`src/rtl/serial_rx_pkg.sv`:
```
package serial_rx_pkg;

    typedef enum logic [1:0] {
        PAR_NONE  = 2'b00,
        PAR_ODD   = 2'b01,
        PAR_EVEN  = 2'b10,
        PAR_NONE2 = 2'b11
    } par_mode_e;

    typedef enum logic [2:0] {
        ST_IDLE,
        ST_START,
        ST_DATA,
        ST_PAR,
        ST_STOP,
        ST_WAIT_HIGH
    } rx_state_e;

    typedef struct packed {
        logic [7:0] data;
        logic       pe;
        logic       fe;
        logic       brk;
    } rx_entry_t;

    function automatic logic [3:0] data_bits(input logic [1:0] len);
        return 4'd5 + {2'b00, len};
    endfunction

    function automatic logic par_enabled(input logic [1:0] par);
        return (par == PAR_ODD) || (par == PAR_EVEN);
    endfunction

    function automatic logic [3:0] frame_bits(input logic [1:0] len,
                                              input logic [1:0] par,
                                              input logic       stop2);
        return 4'd2 + data_bits(len) + {3'b000, par_enabled(par)} + {3'b000, stop2};
    endfunction

    function automatic logic [4:0] trig_level(input logic [1:0] sel);
        case (sel)
            2'b00:   return 5'd1;
            2'b01:   return 5'd4;
            2'b10:   return 5'd8;
            default: return 5'd14;
        endcase
    endfunction

endpackage

```
`src/rtl/serial_rx_deser.sv`:
```
module serial_rx_deser
    import serial_rx_pkg::*;
#(
    parameter int SYNC_STAGES = 2
) (
    input  logic       clk,
    input  logic       rst,
    input  logic       tick,
    input  logic       rxd,
    input  logic [1:0] cfg_len,
    input  logic [1:0] cfg_par,
    output logic       push,
    output rx_entry_t  entry
);

    logic line;

    generate
        if (SYNC_STAGES == 0) begin : g_nosync
            assign line = rxd;
        end else begin : g_sync
            logic [SYNC_STAGES-1:0] sq;
            always_ff @(posedge clk) begin
                if (rst) sq <= '1;
                else     sq <= {sq[SYNC_STAGES-2 >= 0 ? SYNC_STAGES-2 : 0:0], rxd} >> 0;
            end
            assign line = sq[SYNC_STAGES-1];
        end
    endgenerate

    rx_state_e  state;
    logic [3:0] tcnt;
    logic [2:0] bidx;
    logic [7:0] dbuf;
    logic       all_low;
    logic       pbit;
    logic [3:0] nbits;
    logic       par_en;
    logic       odd;
    logic       brk_now;

    assign nbits   = data_bits(cfg_len);
    assign par_en  = par_enabled(cfg_par);
    assign odd     = (cfg_par == PAR_ODD);
    assign brk_now = all_low && !line;

    always_ff @(posedge clk) begin
        if (rst) begin
            state   <= ST_IDLE;
            tcnt    <= '0;
            bidx    <= '0;
            dbuf    <= '0;
            all_low <= 1'b0;
            pbit    <= 1'b0;
            push    <= 1'b0;
            entry   <= '0;
        end else begin
            push <= 1'b0;
            if (tick) begin
                case (state)
                    ST_IDLE: begin
                        if (!line) begin
                            state <= ST_START;
                            tcnt  <= '0;
                        end
                    end
                    ST_START: begin
                        if (tcnt == 4'd7) begin
                            tcnt    <= '0;
                            bidx    <= '0;
                            dbuf    <= '0;
                            all_low <= 1'b1;
                            state   <= line ? ST_IDLE : ST_DATA;
                        end else begin
                            tcnt <= tcnt + 4'd1;
                        end
                    end
                    ST_DATA: begin
                        if (tcnt == 4'd15) begin
                            tcnt       <= '0;
                            dbuf[bidx] <= line;
                            all_low    <= all_low && !line;
                            if ({1'b0, bidx} == nbits - 4'd1)
                                state <= par_en ? ST_PAR : ST_STOP;
                            else
                                bidx <= bidx + 3'd1;
                        end else begin
                            tcnt <= tcnt + 4'd1;
                        end
                    end
                    ST_PAR: begin
                        if (tcnt == 4'd15) begin
                            tcnt    <= '0;
                            pbit    <= line;
                            all_low <= all_low && !line;
                            state   <= ST_STOP;
                        end else begin
                            tcnt <= tcnt + 4'd1;
                        end
                    end
                    ST_STOP: begin
                        if (tcnt == 4'd15) begin
                            tcnt       <= '0;
                            push       <= 1'b1;
                            entry.data <= brk_now ? 8'h00 : dbuf;
                            entry.fe   <= !line;
                            entry.brk  <= brk_now;
                            entry.pe   <= par_en && !brk_now && ((^dbuf) ^ pbit ^ odd);
                            state      <= line ? ST_IDLE : ST_WAIT_HIGH;
                        end else begin
                            tcnt <= tcnt + 4'd1;
                        end
                    end
                    ST_WAIT_HIGH: begin
                        if (line) state <= ST_IDLE;
                    end
                    default: state <= ST_IDLE;
                endcase
            end
        end
    end

    // a start that reads high at its midpoint is dropped
    assert_glitch_idle_R1: assert property (@(posedge clk) disable iff (rst)
        (tick && state == ST_START && tcnt == 4'd7 && line) |=> (state == ST_IDLE && !push));

    // a break entry always carries the framing tag and a zero byte
    assert_break_tags_R5: assert property (@(posedge clk) disable iff (rst)
        (push && entry.brk) |-> (entry.fe && entry.data == 8'h00 && !entry.pe));

    // no new start is hunted while the line is still low after a low stop bit
    assert_wait_high_R4: assert property (@(posedge clk) disable iff (rst)
        (state == ST_WAIT_HIGH && !line) |=> (state == ST_WAIT_HIGH));

endmodule

```
`src/rtl/serial_rx_store.sv`:
```
module serial_rx_store
    import serial_rx_pkg::*;
#(
    parameter int DEPTH = 16
) (
    input  logic                     clk,
    input  logic                     rst,
    input  logic                     push,
    input  rx_entry_t                wr_entry,
    input  logic                     pop,
    input  logic                     ovr_clr,
    output rx_entry_t                head,
    output logic [$clog2(DEPTH):0]   count,
    output logic                     ovr
);

    localparam int AW = $clog2(DEPTH);
    localparam int CW = AW + 1;

    rx_entry_t     mem [DEPTH];
    logic [AW-1:0] wptr;
    logic [AW-1:0] rptr;
    logic          full;
    logic          empty;
    logic          do_pop;
    logic          do_push;

    assign full    = (count == CW'(DEPTH));
    assign empty   = (count == '0);
    assign do_pop  = pop && !empty;
    assign do_push = push && (!full || do_pop);
    assign head    = mem[rptr];

    always_ff @(posedge clk) begin
        if (do_push) mem[wptr] <= wr_entry;
    end

    always_ff @(posedge clk) begin
        if (rst) begin
            wptr  <= '0;
            rptr  <= '0;
            count <= '0;
            ovr   <= 1'b0;
        end else begin
            if (do_push) wptr <= (wptr == AW'(DEPTH - 1)) ? '0 : wptr + 1'b1;
            if (do_pop)  rptr <= (rptr == AW'(DEPTH - 1)) ? '0 : rptr + 1'b1;
            case ({do_push, do_pop})
                2'b10:   count <= count + 1'b1;
                2'b01:   count <= count - 1'b1;
                default: count <= count;
            endcase
            if (push && !do_push) ovr <= 1'b1;
            else if (ovr_clr)     ovr <= 1'b0;
        end
    end

    // fill never exceeds the depth
    assert_no_overflow_R6: assert property (@(posedge clk) disable iff (rst)
        count <= CW'(DEPTH));

    // pop on an empty store leaves it empty
    assert_empty_pop_R6: assert property (@(posedge clk) disable iff (rst)
        (pop && empty && !push) |=> (count == '0));

    // a character arriving when full is dropped and flagged
    assert_drop_full_R7: assert property (@(posedge clk) disable iff (rst)
        (push && full && !pop) |=> (count == CW'(DEPTH) && ovr));

endmodule

```
`src/rtl/serial_rx_idle_timer.sv`:
```
module serial_rx_idle_timer #(
    parameter int CW = 12
) (
    input  logic       clk,
    input  logic       rst,
    input  logic       tick,
    input  logic       activity,
    input  logic       nonempty,
    input  logic [3:0] fbits,
    output logic       timeout
);

    logic [CW-1:0] cnt;
    logic [CW-1:0] thr;

    assign thr     = {{(CW-10){1'b0}}, fbits, 6'b000000} + CW'(192);
    assign timeout = nonempty && (cnt >= thr);

    always_ff @(posedge clk) begin
        if (rst || activity || !nonempty) cnt <= '0;
        else if (tick && cnt < thr)       cnt <= cnt + 1'b1;
    end

    // any push or pop silences the timeout on the next cycle
    assert_quiet_after_activity_R9: assert property (@(posedge clk) disable iff (rst)
        activity |=> !timeout);

endmodule

```
`src/rtl/serial_rx_tagged.sv`:
```
module serial_rx_tagged
    import serial_rx_pkg::*;
#(
    parameter int DEPTH       = 16,
    parameter int SYNC_STAGES = 2,
    parameter int TMO_W       = 12
) (
    input  logic                   clk,
    input  logic                   rst,
    input  logic                   tick16,
    input  logic                   rxd,
    input  logic [1:0]             cfg_len,
    input  logic [1:0]             cfg_par,
    input  logic                   cfg_stop2,
    input  logic [1:0]             cfg_trig,
    input  logic                   pop,
    input  logic                   stat_rd,
    output logic [7:0]             rd_data,
    output logic                   rd_pe,
    output logic                   rd_fe,
    output logic                   rd_brk,
    output logic                   data_ready,
    output logic [$clog2(DEPTH):0] fill,
    output logic                   trig_hit,
    output logic                   timeout,
    output logic                   overrun
);

    localparam int FW = $clog2(DEPTH) + 1;

    logic      push;
    rx_entry_t new_entry;
    rx_entry_t head;

    serial_rx_deser #(.SYNC_STAGES(SYNC_STAGES)) u_deser (
        .clk     (clk),
        .rst     (rst),
        .tick    (tick16),
        .rxd     (rxd),
        .cfg_len (cfg_len),
        .cfg_par (cfg_par),
        .push    (push),
        .entry   (new_entry)
    );

    serial_rx_store #(.DEPTH(DEPTH)) u_store (
        .clk      (clk),
        .rst      (rst),
        .push     (push),
        .wr_entry (new_entry),
        .pop      (pop),
        .ovr_clr  (stat_rd),
        .head     (head),
        .count    (fill),
        .ovr      (overrun)
    );

    serial_rx_idle_timer #(.CW(TMO_W)) u_timer (
        .clk      (clk),
        .rst      (rst),
        .tick     (tick16),
        .activity (push || (pop && data_ready)),
        .nonempty (data_ready),
        .fbits    (frame_bits(cfg_len, cfg_par, cfg_stop2)),
        .timeout  (timeout)
    );

    assign data_ready = (fill != '0);
    assign trig_hit   = (fill >= FW'(trig_level(cfg_trig)));
    assign rd_data    = head.data;
    assign rd_pe      = head.pe;
    assign rd_fe      = head.fe;
    assign rd_brk     = head.brk;

    // reset leaves the store empty and all flags low
    assert_reset_state_R10: assert property (@(posedge clk)
        $past(rst) |-> (fill == '0 && !overrun && !timeout));

endmodule

```
`config.mk`:
```
export PLATFORM = sky130hd
export DESIGN_NAME = serial_rx_tagged
export DESIGN_NICKNAME = d
export VERILOG_FILES = /design/src/rtl/serial_rx_pkg.sv /design/src/rtl/serial_rx_deser.sv /design/src/rtl/serial_rx_store.sv /design/src/rtl/serial_rx_idle_timer.sv /design/src/rtl/serial_rx_tagged.sv
export SDC_FILE = /design/constraint.sdc
export NUM_CORES = 1
export LEC_CHECK = 0
export BUFFER_PORTS_ARGS = -buffer_cell sky130_fd_sc_hd__buf_2
export CORE_MARGIN = 1
export CORE_UTILIZATION = 60
export DETAILED_ROUTE_END_ITERATION = 16
export PLACE_DENSITY_LB_ADDON = 0.3
export SYNTH_ARGS = -nofsm -noshare
export SYNTH_HDL_FRONTEND = slang
export SYNTH_HIERARCHICAL = 1
export SYNTH_SLANG_ARGS = --single-unit
export TNS_END_PERCENT = 50
```
`constraint.sdc`:
```
create_clock -name clk -period 6.81 [get_ports clk]
set_clock_uncertainty 0.15 [all_clocks]
set_input_delay 1.362 -clock clk [delete_from_list [all_inputs] [get_ports clk]]
set_output_delay 1.362 -clock clk [all_outputs]
set_load 0.005 [all_outputs]
```
==> flow_summary.ini <==
[setup_path]
critical_path.reg2reg.startpoint = u_store/count[4]$_SDFFE_PP0P_
critical_path.reg2reg.endpoint = u_store/mem[0][0]$_DFFE_PP_
critical_path_arrival_ns = 4.43
critical_path_required_ns = 5.30
crit_path_end_kind = output port
worstSetupPathType = input port to output port
start_kind = input port
path_max_fanout = 6
endpoint = timeout
setup.worst_path.start = cfg_par[0]
ff2ff_path_depth = 5
worst-r2r-setup-slack_ns = 3.57

[power_and_ir_drop]
switching_share_of_power_pct = 25.09
seq_power_share_pct = 49.4
power.ir.vdd_worst_uv = 230.2
report.power.total_mw = 3.323
p_per_area_mw_per_mm2 = 278.4
internal_power_mw = 2.489
static_power_due_to_leakage_nw = 4.153
pwr-share-comb_pct = 13.4
switchingPower_mw = 0.8336
power.share.clock_pct = 37.2

[placement]
place.port_buffers = 32
place.gp.congestion = 0.8382
dp_hpwl_mm = 14.20

[timing]
hold_violations = 0
number_of_max_slew_violations_in_the_final_report = 0
min_period_ns = 5.942
timing.fmax_mhz = 168.3
slew_headroom_pct = 18.26
worstMarginPinSlew_ns = 1.222
min_period_over_period_pct = 87.25
unrepaired_setup_endpoints_after_global_routing = no
number_of_setup_violations_in_the_final_report = 0
timing.setup.tns_ns = 0

[clock_network]
cts-buffers-inserted = 24
cts-root-buf = sky130_fd_sc_hd__clkbuf_16
post_cts_hold_buffer_count = 0
cts-resized-gates = 0
clock_insertion_delay_worst_skew_ns = 0.51
cts_tree = built
cts_setup_buffers = 0
clkTransAtPathRegs_ns = 0.06
h-tree-depth = 1
clock_tree.buffer_depth = 3
clock-sinks = 240

[routing]
vias = 6684
drt-total-wl_mm = 22.55
wl_per_cell_um = 21.66
drt_first_pass_iters = 5
drc = 0
post_detailed_route_count_of_antenna_violating_nets = 0
route.detailed.vias_per_inst = 6.421
drt_first_iter_violations = 411

[synth]
syn-mean-instance-area_um2 = 14.15
netlist-cell-type-count = 92
number_of_instances_in_the_synthesized_netlist = 764
synth_nets = 806
mappedNetlistArea_mm2 = 0.01081
synth.yosys.seq_area_share_pct = 60.75
synth-seq-cells = 240
synth-async-reset-ratio_pct = 0
synth_warnings = 6
ys_top_cells_by_area = sky130_fd_sc_hd__edfxtp_1 (49%), sky130_fd_sc_hd__dfxtp_1 (12%), sky130_fd_sc_hd__mux4_2 (9.2%)
yosysTopAreaCell = sky130_fd_sc_hd__edfxtp_1
synth_top_area_share_pct = 48.90
dominantRegCellSynth = sky130_fd_sc_hd__edfxtp_1
synth_common_cells = sky130_fd_sc_hd__edfxtp_1 (176), sky130_fd_sc_hd__dfxtp_1 (64), sky130_fd_sc_hd__nand2_1 (53)
yosysMostFrequentCell = sky130_fd_sc_hd__edfxtp_1
number_of_enable_flip_flop_cells_after_synthesis = 176

[global_routing]
grt_start_max_net_pins = 45
number_of_global_route_vias_before_repair = 6641
grt_pass1_wl_mm = 35.13
gr-total-overflow = 0
globalRouteTotalUtil_pct = 25.23
antenna_found_initial = 0

[floorplan]
core_area_mm2 = 0.01742
die_width_um = 136.2
ioPinCount = 33
area_enclosed_by_the_die_boundary_mm2 = 0.01855
row_count = 48
die_h_um = 136.2
initial_cell_density_of_the_core_pct = 62.05

[outcome]
outcome = finished, final reports clean

[finish]
fill_cells = 1198
syn2layout_area_growth_pct = 10.42
proportion_of_layout_cells_with_a_drive_suffix_above_1_pct = 20.34
area_of_all_sequential_standard_cells_mm2 = 0.006569
n_antenna_cell = 0
nNetsFinal = 840
multiInputGateArea_mm2 = 0.003964

[min_path]
hp-class = flip-flop to flip-flop

[flow_run]
drv_cap = 0
[cell type report]
type	count	share of cell area (%)
flip-flops and latches	240	55.04
multi-input cells	456	33.21
clock buffers	30	5.399
well taps	225	2.359
repair buffers	45	2.160
inverters	31	0.9751
clock inverters	14	0.8492
[flip-flops by register name, indices dropped and copies added (netlist names), 2 cells and up, named ones only]
register / cells
u_timer/cnt: 12
u_deser/tcnt: 4
u_store/wptr: 4
u_deser/entry: 11
u_deser/g_sync.sq: 2
u_store/mem: 176
u_store/rptr: 4
u_deser/dbuf: 8
u_deser/state: 3
u_deser/bidx: 3
u_store/count: 5
[layer usage]
| metal | share of wire, % | track usage, % | routed length (um) |
|---|---|---|---|
| met4 | 3.2 | 9.568 | 713 |
| met3 | 6.7 | 3.878 | 1507 |
| met5 | 0 | 0 | 0 |
| met2 | 50 | 42.55 | 11280 |
| met1 | 40 | 32.99 | 9051 |
[power by group through the flow]
stage | combinational [mW] | sequential, mW | clock [mW]
after CTS | 0.448 | 1.64 | 1.25
after detailed placement | 0.447 | 1.68 | 0
after global routing | 0.495 | 1.65 | 1.30
after global placement | 0.423 | 1.67 | 0
after floorplan | 0.395 | 1.62 | 0
final | 0.444 | 1.64 | 1.24
[placed cells by master, fill, tap and decap left out, types with 7 or more instances in the layout]
cell                        instances
sky130_fd_sc_hd__clkbuf_16         25
sky130_fd_sc_hd__mux4_2            44
sky130_fd_sc_hd__a22o_1             7
sky130_fd_sc_hd__ha_1              27
sky130_fd_sc_hd__edfxtp_1         176
sky130_fd_sc_hd__nor2b_1           10
sky130_fd_sc_hd__nand2b_1          13
sky130_fd_sc_hd__nand2_1           53
sky130_fd_sc_hd__dfxtp_1           62
sky130_fd_sc_hd__a22oi_1           23
sky130_fd_sc_hd__o21a_1             8
sky130_fd_sc_hd__o21ai_1            7
sky130_fd_sc_hd__buf_4             13
sky130_fd_sc_hd__a21oi_1           28
sky130_fd_sc_hd__xnor2_1           12
sky130_fd_sc_hd__nor3_1            13
sky130_fd_sc_hd__mux2i_1           10
sky130_fd_sc_hd__nor2_1            39
sky130_fd_sc_hd__inv_1             28
sky130_fd_sc_hd__nand3_1           16
sky130_fd_sc_hd__nand4_1           13
sky130_fd_sc_hd__o211ai_1           7
sky130_fd_sc_hd__o21ai_0           11
sky130_fd_sc_hd__buf_2             32
[cell families after synthesis]
group                    share of synthesized area (%)
XOR/XNOR                                         1.505
AO/OA/AOI/OAI                                    9.922
buffers and inverters                            2.709
AND/OR/NAND/NOR                                  11.41
adder cells (fa/ha/maj)                          3.496
flip-flops                                       60.75
multiplexers                                     10.20
[worst max-delay path, cell delays in order]
cell and delay, ns:
sky130_fd_sc_hd__buf_2 0.11, sky130_fd_sc_hd__xnor2_1 0.14, sky130_fd_sc_hd__ha_1 0.28, sky130_fd_sc_hd__inv_1 0.04
sky130_fd_sc_hd__ha_1 0.20, sky130_fd_sc_hd__fa_1 0.40, sky130_fd_sc_hd__xnor2_1 0.31, sky130_fd_sc_hd__o21ai_0 0.18
sky130_fd_sc_hd__xor2_1 0.19, sky130_fd_sc_hd__ha_1 0.30, sky130_fd_sc_hd__a21o_1 0.20, sky130_fd_sc_hd__a21o_4 0.26
sky130_fd_sc_hd__a211oi_1 0.23, sky130_fd_sc_hd__nor2_1 0.09, sky130_fd_sc_hd__buf_2 0.13
[per-stage QoR]
step | hold WS (ns) | setup slack [ns] | utilization (%) | instances | area [um^2]
6_report | 0.2709 | 0.8681 | 68.52 | 1041 | 11930
5_1_grt | 0.2744 | 0.6862 | 68.52 | 1041 | 11930
4_1_cts | 0.2706 | 0.8916 | 68.52 | 1041 | 11930
3_5_place_dp | 0.2524 | 0.9108 | 64.24 | 997 | 11190
3_3_place_gp | 0.2437 | 1.011 | 64.24 | 997 | 11190
2_1_floorplan | 0.2395 | 1.426 | - | 764 | 10810
[worst min-delay path by stage]
| stage | cells after the start | endpoint | start |
|---|---|---|---|
| finish | 1 | u_deser/g_sync.sq[1]$_SDFF_PP1_ | u_deser/g_sync.sq[0]$_SDFF_PP1_ |
| global route | 1 | u_deser/g_sync.sq[1]$_SDFF_PP1_ | u_deser/g_sync.sq[0]$_SDFF_PP1_ |
| CTS | 1 | u_deser/g_sync.sq[1]$_SDFF_PP1_ | u_deser/g_sync.sq[0]$_SDFF_PP1_ |
| detailed placement | 1 | u_deser/g_sync.sq[1]$_SDFF_PP1_ | u_deser/g_sync.sq[0]$_SDFF_PP1_ |
| global placement | 1 | u_deser/g_sync.sq[1]$_SDFF_PP1_ | u_deser/g_sync.sq[0]$_SDFF_PP1_ |
| floorplan | 1 | u_deser/g_sync.sq[1]$_SDFF_PP1_ | u_deser/g_sync.sq[0]$_SDFF_PP1_ |
Power figures use the tool's default switching activity.
